`src/rtl/memadd_pkg.sv`:
```
package memadd_pkg;
    parameter int unsigned XLEN   = 32;
    parameter int unsigned IMM_W  = 16;
    parameter int unsigned IDX_W  = 5;
    parameter int unsigned SIZE_W = 2;

    localparam logic [SIZE_W-1:0] SIZE_WORD = SIZE_W'(3);
    localparam logic [SIZE_W-1:0] SIZE_NONE = SIZE_W'(0);

    typedef enum logic [1:0] {
        ST_IDLE = 2'd0,
        ST_ADDR = 2'd1,
        ST_READ = 2'd2,
        ST_ADD  = 2'd3
    } seq_state_e;
endpackage

```
`src/rtl/memadd_agu.sv`:
```
module memadd_agu #(
    parameter int unsigned XLEN  = 32,
    parameter int unsigned IMM_W = 16
) (
    input  logic [XLEN-1:0]  base_i,
    input  logic [IMM_W-1:0] off_i,
    output logic [XLEN-1:0]  ea_o
);
    localparam int unsigned EXT_W = XLEN - IMM_W;

    logic [XLEN-1:0] off_ext;

    always_comb begin
        off_ext = {{EXT_W{off_i[IMM_W-1]}}, off_i};
        ea_o    = base_i + off_ext;
    end
endmodule

```
`src/rtl/memadd_acc.sv`:
```
module memadd_acc #(
    parameter int unsigned XLEN = 32
) (
    input  logic [XLEN-1:0] reg_val_i,
    input  logic [XLEN-1:0] mem_val_i,
    output logic [XLEN-1:0] sum_o
);
    always_comb begin
        sum_o = reg_val_i + mem_val_i;
    end
endmodule

```
`src/rtl/memadd_seq.sv`:
```
module memadd_seq
    import memadd_pkg::*;
(
    input  logic                clk,
    input  logic                rst_n,
    input  logic                start_i,
    input  logic [XLEN-1:0]     base_i,
    input  logic [IMM_W-1:0]    offset_i,
    input  logic [XLEN-1:0]     acc_i,
    input  logic [IDX_W-1:0]    dst_i,
    input  logic [XLEN-1:0]     mem_rdata_i,
    output logic [XLEN-1:0]     mem_addr_o,
    output logic                mem_we_o,
    output logic [SIZE_W-1:0]   mem_size_o,
    output logic                wb_en_o,
    output logic [IDX_W-1:0]    wb_idx_o,
    output logic [XLEN-1:0]     wb_data_o,
    output logic                done_o,
    output logic                busy_o
);
    typedef struct packed {
        seq_state_e        st;
        logic [XLEN-1:0]   base;
        logic [IMM_W-1:0]  off;
        logic [XLEN-1:0]   acc;
        logic [IDX_W-1:0]  dst;
        logic [XLEN-1:0]   ea;
        logic [XLEN-1:0]   wb_data;
        logic              wb_en;
        logic              done;
    } seq_regs_t;

    seq_regs_t r_d, r_q;

    logic [XLEN-1:0] ea_calc;
    logic [XLEN-1:0] sum_calc;

    memadd_agu #(.XLEN(XLEN), .IMM_W(IMM_W)) u_agu (
        .base_i (r_q.base),
        .off_i  (r_q.off),
        .ea_o   (ea_calc)
    );

    memadd_acc #(.XLEN(XLEN)) u_acc (
        .reg_val_i (r_q.acc),
        .mem_val_i (mem_rdata_i),
        .sum_o     (sum_calc)
    );

    always_comb begin
        r_d       = r_q;
        r_d.wb_en = 1'b0;
        r_d.done  = 1'b0;
        unique case (r_q.st)
            ST_IDLE: begin
                if (start_i) begin
                    r_d.base = base_i;
                    r_d.off  = offset_i;
                    r_d.acc  = acc_i;
                    r_d.dst  = dst_i;
                    r_d.st   = ST_ADDR;
                end
            end
            ST_ADDR: begin
                r_d.ea = ea_calc;
                r_d.st = ST_READ;
            end
            ST_READ: begin
                r_d.st = ST_ADD;
            end
            ST_ADD: begin
                r_d.wb_data = sum_calc;
                r_d.wb_en   = (r_q.dst != '0);
                r_d.done    = 1'b1;
                r_d.st      = ST_IDLE;
            end
            default: r_d.st = ST_IDLE;
        endcase
    end

    always_ff @(posedge clk or negedge rst_n) begin
        if (!rst_n) begin
            r_q <= '{st: ST_IDLE, default: '0};
        end else begin
            r_q <= r_d;
        end
    end

    always_comb begin
        mem_we_o   = 1'b0;
        mem_addr_o = (r_q.st == ST_READ) ? r_q.ea : '0;
        mem_size_o = (r_q.st == ST_READ) ? SIZE_WORD : SIZE_NONE;
        wb_en_o    = r_q.wb_en;
        wb_idx_o   = r_q.dst;
        wb_data_o  = r_q.wb_data;
        done_o     = r_q.done;
        busy_o     = (r_q.st != ST_IDLE);
    end
endmodule

```
`config.mk`:
```
export PLATFORM = sky130hd
export DESIGN_NAME = memadd_seq
export DESIGN_NICKNAME = d
export VERILOG_FILES = /design/src/rtl/memadd_pkg.sv /design/src/rtl/memadd_agu.sv /design/src/rtl/memadd_acc.sv /design/src/rtl/memadd_seq.sv
export SDC_FILE = /design/constraint.sdc
export NUM_CORES = 1
export LEC_CHECK = 0
export ABC_AREA = 1
export BUFFER_PORTS_ARGS = -buffer_cell sky130_fd_sc_hd__buf_4
export CORE_AREA = 8 8 150 152
export DETAILED_ROUTE_END_ITERATION = 16
export DIE_AREA = 0 0 158 160
export GPL_ROUTABILITY_DRIVEN = 0
export GPL_TIMING_DRIVEN = 1
export PLACE_DENSITY = 0.88
export SKIP_CTS_REPAIR_TIMING = 1
export SKIP_LAST_GASP = 1
export SYNTH_ARGS = -nofsm -noshare
export SYNTH_HDL_FRONTEND = slang
export SYNTH_SLANG_ARGS = --single-unit
```
`constraint.sdc`:
```
create_clock -name clk -period 2.5 [get_ports clk]
set_input_delay 0.125 -clock clk [delete_from_list [all_inputs] [get_ports clk]]
set_output_delay 0.125 -clock clk [all_outputs]
set_load 0.005 [all_outputs]
```
==> results of run 1 <==
through the flow:
stage / cells / power, mW / hold slack (ns) / util [%] / area (sq um)
finish: 2046 / 19.65 / 0.04340 / 69.12 / 13850
global route: 2046 / 21.25 / 0.05052 / 69.12 / 13850
CTS: 1959 / 19.26 / -0.2918 / 64.78 / 12980
detailed placement: 1927 / 16.39 / 0.1653 / 61.69 / 12360
global placement: 1927 / 15.96 / 0.1652 / 61.69 / 12360
floorplan: 1517 / 13.21 / -0.1706 / - / 10850
sequential cells by signal (all words and copies together), names as in the netlist:
signal,cells
done_o,1
r_q,114
wb_data_o,32
wb_en_o,1
wb_idx_o,5
synth_stat cells (4+ instances only):
| master | instances | area share [%] |
|---|---|---|
| nand3b_1 | 8 | 0.55 |
| nand3_1 | 88 | 4.1 |
| o21ai_0 | 26 | 1.2 |
| clkbuf_1 | 12 | 0.42 |
| nor2_1 | 77 | 2.7 |
| dfrtp_1 | 153 | 35 |
| ha_1 | 67 | 7.7 |
| a21oi_1 | 43 | 2.0 |
| o21bai_1 | 6 | 0.42 |
| buf_2 | 12 | 0.55 |
| mux2_2 | 85 | 8.8 |
| nand2_2 | 4 | 0.23 |
| nand4_1 | 6 | 0.35 |
| xnor2_1 | 29 | 2.3 |
| nand2_1 | 578 | 20 |
| inv_1 | 254 | 8.8 |
| o21ai_1 | 6 | 0.28 |
| buf_4 | 41 | 2.8 |
| nor3_1 | 8 | 0.37 |
worst max-delay path, stage by stage, from the launching register on:
cell and delay (ns):
dfrtp_1 0.65, ha_1 0.54, nand2_1 0.14, nor2_1 0.23, nand2_1 0.08, inv_1 0.08, nand3_1 0.11, nand3_1 0.14
nand2_1 0.10, nand3_1 0.09, nand2_1 0.05
final timing paths:
| path | startpoint | to | slack [ns] | cells after the start |
|---|---|---|---|---|
| setup / recovery | r_q[118]$_DFFE_PN0P_ | r_q[58]$_DFFE_PN0N_ | 0.20 | 10 |
| hold / removal | mem_rdata_i[0] | wb_data_o[0]$_DFFE_PN0P_ | 0.04 | 4 |
| setup reg to reg | r_q[118]$_DFFE_PN0P_ | r_q[58]$_DFFE_PN0N_ | 0.20 | 10 |
| hold reg to reg | r_q[60]$_DFFE_PN0N_ | r_q[60]$_DFFE_PN0N_ | 0.48 | 2 |
| max in group asynchronous | rst_n | r_q[137]$_DFFE_PN0P_ | 1.48 | 3 |
| min in group asynchronous | rst_n | wb_data_o[4]$_DFFE_PN0P_ | 0.27 | 2 |
layer usage:
layer	share of wire, %	routed length (um)	global-route usage (%)
met3	7.6	2438	4.669
met5	0	0	0
met1	37	11740	25.86
met4	4.6	1453	11.84
met2	51	16270	41.12
power by group:
part           internal (mW)  switching (mW)  total, mW
sequential              3.77           0.898       4.67
combinational           4.93            7.31       12.2
clock                   1.59            1.15       2.74
total                   10.3            9.36       19.7
cells by family (layout without fill, tap and decap cells):
kind of cell,Yosys count,after routing,share of synthesized area [%]
flops,153,153,35.29
compound gates,84,84,4.071
simple gates,775,775,28.64
fa+ha+maj,69,69,8.095
xor+xnor,30,30,2.422
buf+inv,320,579,12.63
other cells,1,1,0.03456
mux,85,85,8.822
layout make-up:
cell class,instances,area share (%)
inverters,255,6.910
well taps,270,2.439
flip-flops and latches,153,27.64
multi-input cells,1044,40.85
clock inverters,12,1.093
clock buffers,20,3.369
repair buffers,292,17.69
==> results by group, run 1 <==
CTS
  – Worst-Skew Late Latency: 0.43 ns
  – Clk sinks: 153
  – CTS buffer count: 17
  – Clk slew on worst S/H paths: 0.07 ns
  – Max Root-Sink Buffers: 2
  – CTS tree: done
  – Clk root buf: clkbuf_16
  – H-tree lvl count: 4

Yosys
  – Syn_nets: 1706
  – Post-synth EDFFs: 0
  – Synth Area per Inst: 7.153 sq um
  – Yosys warning count: 0
  – Ys flop type: dfrtp_1
  – Post-Synthesis Cells: 1517
  – Yosys reg bits: 153
  – Mapped cell area: 10850 sq um
  – Netlist cell types: 29
  – Sequential-to-total area share from yosys stat: 35.29%
  – Post-synth ARST share: 100.0%

Die
  – Core area: 20040 sq um
  – Die X: 158 um
  – Die area: 25280 sq um
  – Die height: 160 um
  – Standard-cell row count: 52
  – Initial core utilization: 54.15%
  – # IOs: 195

Finish
  – Commonest non-fill, non-tap cells in the layout: nand2_1 (577), inv_1 (254), buf_4 (201)
  – P&R area growth vs syn: 27.66%
  – Filler Cell Count: 1522
  – Multi-input gate area: 5659 sq um
  – ANT cells: 0
  – Sequential Area: 3829 sq um
  – Layout cells sized above 1: 18.58%
  – NumNets Final: 1952
  – Most common cell after layout, fill and taps aside: nand2_1

GRT
  – Total Routing Usage GR: 23.25%
  – Largest net degree at the start of global routing: 66
  – Global-route wire length before repair: 47550 um
  – Total gr overflow: 0
  – Antenna violations before repair: 0
  – Vias in the first global route: 10.26k

Route
  – Final wirelength: 31900 um
  – Vias/cell: 5.220
  – Final ANT Viol Nets: 0
  – Via count: 10.68k
  – First drt pass iteration count: 7
  – Drt initial violations: 813
  – Routed WL per cell: 15.59 um
  – # DRC: 0

Timing
  – Total Neg Setup Slack: 0 ns
  – Worst Tran Pin Value: 0.7059 ns
  – Endpoints failing hold: 0
  – FMAX: 0.4344 GHz
  – Slew Limit Headroom: 52.94%
  – Final setup viols: 0
  – Final Max Slew Viols: 0
  – Min Tclk post-route: 2.302 ns
  – Final period util: 92.09%
  – Worst Skew: 0.009754 ns
  – RSZ-0062 raised after global routing: no
  – Worst setup margin: 0.1978 ns

Flow run
  – MaxCap Viol Count: 0

Pwr
  – Peak supply drop: 782.8 uV
  – Leakage Power: 7.901 nW
  – Pwr dens: 1419 nW/um^2

Place
  – PortBufs: 193
  – Final HPWL DP: 23100 um
  – Dpl ws: 0.2641 ns

Critical path
  – Arr. time, crit path: 2.63 ns
  – Crit path capture type: flop
  – Worst Path Required: 2.83 ns
  – Setup CP Type: flop to flop
  – CP max FO: 18
  – CP startpoint kind: flop

Outcome
  – Status: finished, final reports clean

Hold path
  – HP Class: primary input to flop
Note: power is estimated with default switching activity, not from simulation.
==> inputs of run 2 (changes only) <==
==> constraint.sdc (replaced) <==
create_clock -name clk -period 2.33 [get_ports clk]
set_input_delay 0.1165 -clock clk [delete_from_list [all_inputs] [get_ports clk]]
set_output_delay 0.1165 -clock clk [all_outputs]
set_load 0.005 [all_outputs]
==> run 2 against run 1 <==
Compared with the run above:
- flip-flop and latch count is the same
- fmax increased by 6.9%
- first-iteration DRC count up 10%
- design area about the same
- clock skew increased by 0.0012 ns
- wire length increased by 2.4%
- global-route usage is 0.76 points higher
- highest routed layer unchanged
==> results by group, run 2 (synthesized netlist as in run 1, its figures left out) <==
Timing
  – Endpoints failing hold: 0 (unchanged)
  – Final period util: 92.45% (+0.36 points)
  – FMAX: 0.4642 GHz (+6.9%)
  – Worst Skew: 0.01092 ns (+0.001171 ns)
  – Min Tclk post-route: 2.154 ns (-0.1481 ns)
  – Final setup viols: 0 (unchanged)
  – Worst Tran Pin Value: 0.5623 ns (-0.1436 ns)
  – Final Max Slew Viols: 0 (unchanged)
  – Slew Limit Headroom: 62.52% (+9.6 points)

Critical path
  – Worst Path Required: 2.70 ns (-0.13 ns)
  – Arr. time, crit path: 2.53 ns (-0.10 ns)
  – CP max FO: 5 (-13)
  – Crit path capture type: flop
  – CP top delay family: simple AND/OR/NAND/NOR gates
  – Worst path most repeated cell: nand3_1
  – CP bufs+invs: 0 (-1)
  – Setup CP Type: flop to flop
  – CP peak stage delay: 0.40 ns (-0.25 ns)
  – CP startpoint kind: flop
  – CP cell instances: ha_1 > fa_2 > nand3_1 > nand3_1 > nand2_1 > nand2_1 > nand3_1 > nand3_1 > nand2_1 > nand3_1 > nand2_1
  – Slowest cell on crit path: fa_2

Route
  – Drt initial violations: 898 (+10%)
  – First drt pass iteration count: 6 (-1)
  – # DRC: 0 (unchanged)
  – Via count: 10.67k (-0.084%)
  – Vias/cell: 5.221 (about the same)
  – Final ANT Viol Nets: 0 (unchanged)
  – Routed WL per cell: 15.98 um (+2.5%)
  – Final wirelength: 32650 um (+2.4%)

Finish
  – Final core utilization: 69.18% (about the same)
  – Commonest non-fill, non-tap cells in the layout: nand2_1 (577), inv_1 (254), buf_4 (199)
  – Number of flip-flops in the largest register: 114 (unchanged)
  – Filler Cell Count: 1498 (-1.6%)
  – Most common cell after layout, fill and taps aside: nand2_1
  – Final Non-Filler Cells: 2044 (-0.098%)
  – ANT cells: 0 (unchanged)
  – Biggest register: r_q
  – NumNets Final: 1950 (-0.10%)
  – Layout cells sized above 1: 18.55% (-0.035 points)
  – P&R area growth vs syn: 27.77% (about the same)

Pwr
  – Flop pwr share: 23.6% (about the same)
  – Peak supply drop: 807.7 uV (+3.2%)
  – Leakage Power: 7.886 nW (-0.18%)
  – Pwr dens: 1539 nW/um^2 (+8.5%)
  – Sw Share: 47.63% (about the same)
  – Clock share of power: 14.4% (+0.5 points)
  – Combinational Power Share: 62.0% (-0.3 points)
  – Internal power: 11.17 mW (+8.6%)
  – Net switching power: 10.16 mW (+8.6%)

Die
  – # IOs: 195 (unchanged)
  – Die height: 160 um (unchanged)
  – Die X: 158 um (unchanged)
  – Initial core utilization: 54.15% (unchanged)
  – Die area: 25280 sq um (unchanged)
  – Core area: 20040 sq um (unchanged)
  – Standard-cell row count: 52 (unchanged)

CTS
  – CTS buffer count: 17 (unchanged)
  – Worst-Skew Late Latency: 0.44 ns (about the same)
  – CTS tree: done
  – Max Root-Sink Buffers: 2 (unchanged)
  – H-tree lvl count: 4 (unchanged)
  – Clk root buf: clkbuf_16
  – Clk sinks: 153 (unchanged)
  – Clk slew on worst S/H paths: 0.07 ns (about the same)

Place
  – Placed insts: 1925 (-0.10%)
  – PortBufs: 193 (unchanged)
  – Final HPWL DP: 23240 um (+0.63%)

GRT
  – Largest net degree at the start of global routing: 65 (-1.5%)
  – Global-route wire length before repair: 48870 um (+2.8%)
  – Vias in the first global route: 10.27k (+0.029%)
  – Total gr overflow: 0 (unchanged)
  – Total Routing Usage GR: 24.02% (+0.76 points)
  – Antenna violations before repair: 0 (unchanged)

Flow run
  – MaxCap Viol Count: 0 (unchanged)

Hold path
  – HP Class: primary input to flop

Outcome
  – Status: finished, final reports clean
[run 2: changes by cell type in the layout (fill, tap and decap cells not counted), moves of 2 or more]
cell and delta:
bufinv_16 +2, clkbuf_1 +2, inv_6 -4, clkbuf_8 -2, buf_4 -2, clkinvlp_4 +2
[run 2: power groups by stage]
stage / registers [mW] / clock network (mW) / logic (mW)
6_report: 5.03 / 3.08 / 13.2
2_1_floorplan: 4.64 / 0 / 9.53
3_3_place_gp: 4.94 / 0 / 12.2
4_1_cts: 4.99 / 3.09 / 12.8
5_1_grt: 5.16 / 3.19 / 14.7
3_5_place_dp: 5.03 / 0 / 12.6
[run 2: path summary, 6_finish.rpt]
| kind | start | cells past startpoint | end | slack, ns |
|---|---|---|---|---|
| worst max-delay path | r_q[103]$_DFFE_PN0P_ | 11 | r_q[58]$_DFFE_PN0N_ | 0.18 |
| worst min-delay path | mem_rdata_i[0] | 4 | wb_data_o[0]$_DFFE_PN0P_ | 0.03 |
| worst max register to register | r_q[103]$_DFFE_PN0P_ | 11 | r_q[58]$_DFFE_PN0N_ | 0.18 |
| worst min register to register | wb_data_o[21]$_DFFE_PN0P_ | 2 | wb_data_o[21]$_DFFE_PN0P_ | 0.49 |
| max in group asynchronous | rst_n | 3 | r_q[64]$_DFFE_PN0N_ | 1.37 |
| min in group asynchronous | rst_n | 2 | wb_data_o[4]$_DFFE_PN0P_ | 0.20 |
[run 2: routing by layer]
layer,routed length (um),vias to the layer above,track usage [%]
met5,0,-,0
met4,1514,0,12.09
met3,2458,125,4.588
met2,16610,550,42.14
met1,12070,4860,27.19
li1,-,5137,-
[run 2: per-stage QoR]
| stage | setup TNS, ns | hold slack [ns] | cell area, sq um | total power, mW | setup WS, ns |
|---|---|---|---|---|---|
| finish | 0 | 0.02916 | 13860 | 21.34 | 0.1759 |
| global route | -0.004281 | 0.04925 | 13860 | 23.01 | -0.004281 |
| CTS | 0 | -0.3485 | 12980 | 20.84 | 0.04095 |
| detailed placement | 0 | 0.1140 | 12350 | 17.58 | 0.1245 |
| global placement | 0 | 0.1024 | 12350 | 17.11 | 0.1706 |
| floorplan | 0 | -0.1791 | 10850 | 14.17 | 0.4807 |
[run 2: final cells by class]
class	instances	area (sq um)	area share, %
Multi-Input combinational cell	1044	5667	40.88
Sequential cell	153	3830	27.63
Tap cell	270	337.8	2.437
Clock buffer	20	446.7	3.222
Timing Repair Buffer	290	2436	17.57
Clock inverter	12	188.9	1.363
Inverter	255	957.2	6.904
[run 2: tightest hold or removal path, delay by kind of cell]
kind                     cells  cell delay [ns]
AND/OR/NAND/NOR              2             0.12
adder cells (fa/ha/maj)      1             0.13
buffers and inverters        1             0.08
==> inputs of run 3 (changes only) <==
--- a/config.mk
+++ b/config.mk
@@ -7,12 +7,13 @@
 export LEC_CHECK = 0
 export ABC_AREA = 1
 export BUFFER_PORTS_ARGS = -buffer_cell sky130_fd_sc_hd__buf_4
-export CORE_AREA = 8 8 150 152
+export CORE_AREA = 8 8 128 178
 export DETAILED_ROUTE_END_ITERATION = 16
-export DIE_AREA = 0 0 158 160
+export DIE_AREA = 0 0 136 186
 export GPL_ROUTABILITY_DRIVEN = 0
 export GPL_TIMING_DRIVEN = 1
 export PLACE_DENSITY = 0.88
+export RECOVER_POWER = 100
 export SKIP_CTS_REPAIR_TIMING = 1
 export SKIP_LAST_GASP = 1
 export SYNTH_ARGS = -nofsm -noshare
==> run 3 against run 2 <==
Compared with the run above:
- the flow now finishes with violations (max-capacitance violations, max-slew violations)
- core utilization down 1.1 points
- clock skew up 0.0019 ns
- flip-flop and latch count unchanged
- setup slack worse by 0.051 ns
- sequential power down 1%
- critical path depth down 1
- register-to-register slack worse by 0.05 ns
- wire length up 1.2%
- die area about the same
- global-route usage up 0.36 points
- first-iteration DRC count down 17%
- clock-buffer cell count down 1
- critical endpoint is now wb_data_o[28]$_DFFE_PN0P_
- highest routed layer unchanged
==> results by group, run 3 (synthesized netlist as in run 1, its figures left out) <==
Finish
  – NumNets Final: 1953 (+0.15%)
  – Number of flip-flops in the largest register: 114 (unchanged)
  – Biggest register: r_q
  – Most common cell after layout, fill and taps aside: nand2_1
  – Filler Cell Count: 1541 (+2.9%)
  – Layout cells sized above 1: 17.17% (-1.4 points)
  – Final Non-Filler Cells: 2032 (-0.59%)
  – P&R area growth vs syn: 26.51%
  – ANT cells: 0 (unchanged)
  – Commonest non-fill, non-tap cells in the layout: nand2_1 (579), inv_1 (254), dfrtp_1 (152)
  – Cell area after layout: 13730 sq um (-0.98%)

Route
  – Via count: 10.82k (+1.4%)
  – Final wirelength: 33030 um (+1.2%)
  – Drt initial violations: 742 (-17%)
  – # DRC: 0 (unchanged)
  – Vias/cell: 5.326 (+2.0%)
  – Routed WL per cell: 16.26 um (+1.8%)
  – First drt pass iteration count: 8 (+2)
  – Final ANT Viol Nets: 0 (unchanged)

Place
  – Dpl ws: 0.1556 ns (+0.03112 ns)
  – PortBufs: 193 (unchanged)
  – Placed insts: 1914 (-0.57%)
  – Area post-placement: 12370 sq um (+0.14%)
  – Final HPWL DP: 23710 um (+2.0%)

Die
  – # IOs: 195 (unchanged)
  – Die height: 186 um (+16%)
  – Standard-cell row count: 62 (+19%)
  – Initial core utilization: 53.80% (-0.35 points)
  – Core area: 20170 sq um (+0.65%)
  – Die X: 136 um (-14%)
  – Die area: 25300 sq um (about the same)

CTS
  – CTS tree: done
  – CTS buffer count: 17 (unchanged)
  – Clk sinks: 153 (unchanged)
  – Clk slew on worst S/H paths: 0.07 ns (about the same)
  – H-tree lvl count: 4 (unchanged)
  – Clk root buf: clkbuf_16
  – Worst-Skew Late Latency: 0.44 ns (about the same)
  – Max Root-Sink Buffers: 2 (unchanged)

Timing
  – Worst Tran Pin Value: 1.742 ns (+1.180 ns)
  – Slew Limit Headroom: -16.13% (-79 points)
  – Hold WS: 0.008824 ns (-0.02034 ns)
  – Final setup viols: 0 (unchanged)
  – Min Tclk post-route: 2.205 ns (+0.05062 ns)
  – Worst setup margin: 0.1253 ns (-0.05062 ns)
  – Final Max Slew Viols: 73 (+73)
  – Total Neg Setup Slack: 0 ns (unchanged)
  – Worst Skew: 0.01284 ns (+0.001916 ns)
  – FMAX: 0.4536 GHz (-2.3%)
  – Endpoints failing hold: 0 (unchanged)
  – Final period util: 94.62% (+2.2 points)

Pwr
  – Leakage Power: 7.765 nW (-1.5%)
  – Peak supply drop: 875.5 uV (+8.4%)
  – Pwr dens: 1529 nW/um^2 (-0.66%)

Hold path
  – WHS Path Cells: 4 (unchanged)
  – Hold_sp: mem_rdata_i[0]
  – Hold Crit Endpoint: wb_data_o[0]$_DFFE_PN0P_
  – HP Class: primary input to flop

Outcome
  – Failing checks: max-capacitance violations, max-slew violations
  – Status: finished with violations

Critical path
  – Setup CP Type: flop to flop
  – R2R Path Start: r_q[71]$_DFFE_PN0P_
  – R2R Path End: wb_data_o[28]$_DFFE_PN0P_
  – Arr. time, crit path: 2.54 ns (about the same)
  – Worst Path Required: 2.66 ns (-0.04 ns)
  – CP startpoint kind: flop
  – Crit path capture type: flop
  – Reg2reg path depth: 10 (-1)
  – R2R setup slack: 0.13 ns (-0.05 ns)
  – CP max FO: 5 (unchanged)

GRT
  – Vias in the first global route: 10.43k (+1.6%)
  – Antenna violations before repair: 0 (unchanged)
  – Largest net degree at the start of global routing: 75 (+15%)
  – Total Routing Usage GR: 24.38% (+0.36 points)
  – Total gr overflow: 0 (unchanged)
  – Global-route wire length before repair: 48640 um (-0.46%)

Flow run
  – MaxCap Viol Count: 1 (+1)
-- run 3: cell types whose count changed in the layout (fill, tap and decap cells not counted), moves of 5 or more --
cell      delta
buf_4       -77
clkbuf_4    +52
clkbuf_1    +21
clkbuf_2     +5
o21ai_0      +5
o21ai_1      -5
-- run 3: where the power goes --
part | leakage (nW) | switching [mW] | total (mW) | internal, mW
registers | 1.84 | 0.934 | 4.98 | 4.05
clock network | 0.284 | 1.21 | 2.94 | 1.72
logic | 5.64 | 7.96 | 13.1 | 5.11
total | 7.77 | 10.1 | 21.0 | 10.9
-- run 3: worst max path at each step --
stage	start	to	slack [ns]	cells past startpoint
2_1_floorplan	r_q[118]$_DFFE_PN0P_	r_q[61]$_DFFE_PN0N_	0.48	10
3_3_place_gp	r_q[118]$_DFFE_PN0P_	r_q[50]$_DFFE_PN0N_	0.21	10
3_5_place_dp	r_q[118]$_DFFE_PN0P_	r_q[61]$_DFFE_PN0N_	0.16	10
4_1_cts	r_q[118]$_DFFE_PN0P_	r_q[61]$_DFFE_PN0N_	0.09	10
5_1_grt	r_q[76]$_DFFE_PN0P_	wb_data_o[30]$_DFFE_PN0P_	-0.05	12
6_report	r_q[71]$_DFFE_PN0P_	wb_data_o[28]$_DFFE_PN0P_	0.13	10
-- run 3: critical path, stage by stage (launching register included) --
cell	delay (ns)
dfrtp_1	0.40
ha_1	0.24
fa_1	0.47
nand3_1	0.13
nand3_1	0.16
nand3_1	0.14
nand3_1	0.17
nand2_1	0.13
nand3_1	0.10
nand3_1	0.11
nand2_1	0.05
-- run 3: cell type report --
cell class              count  area (sq um)  share of cell area (%)
multi-input cells        1044          5649                   41.15
flip-flops and latches    153          3830                   27.90
clock inverters            12         166.4                   1.212
inverters                 255         957.2                   6.973
repair buffers            293          2361                   17.20
clock buffers              19         442.9                   3.227
well taps                 256         320.3                   2.333
-- run 3: layer usage --
metal,share of wire (%),vias up,GRT usage (%)
li1,-,5127,-
met1,35,5066,24.00
met2,55,490,46.11
met3,5.6,139,4.106
met4,5.3,0,15.25
met5,0,-,0
-- run 3: per-stage QoR --
stage	power, mW	utilization, %
floorplan	14.17	-
global placement	17.25	61.31
detailed placement	17.68	61.31
CTS	20.77	64.33
global route	22.76	68.06
finish	20.99	68.06
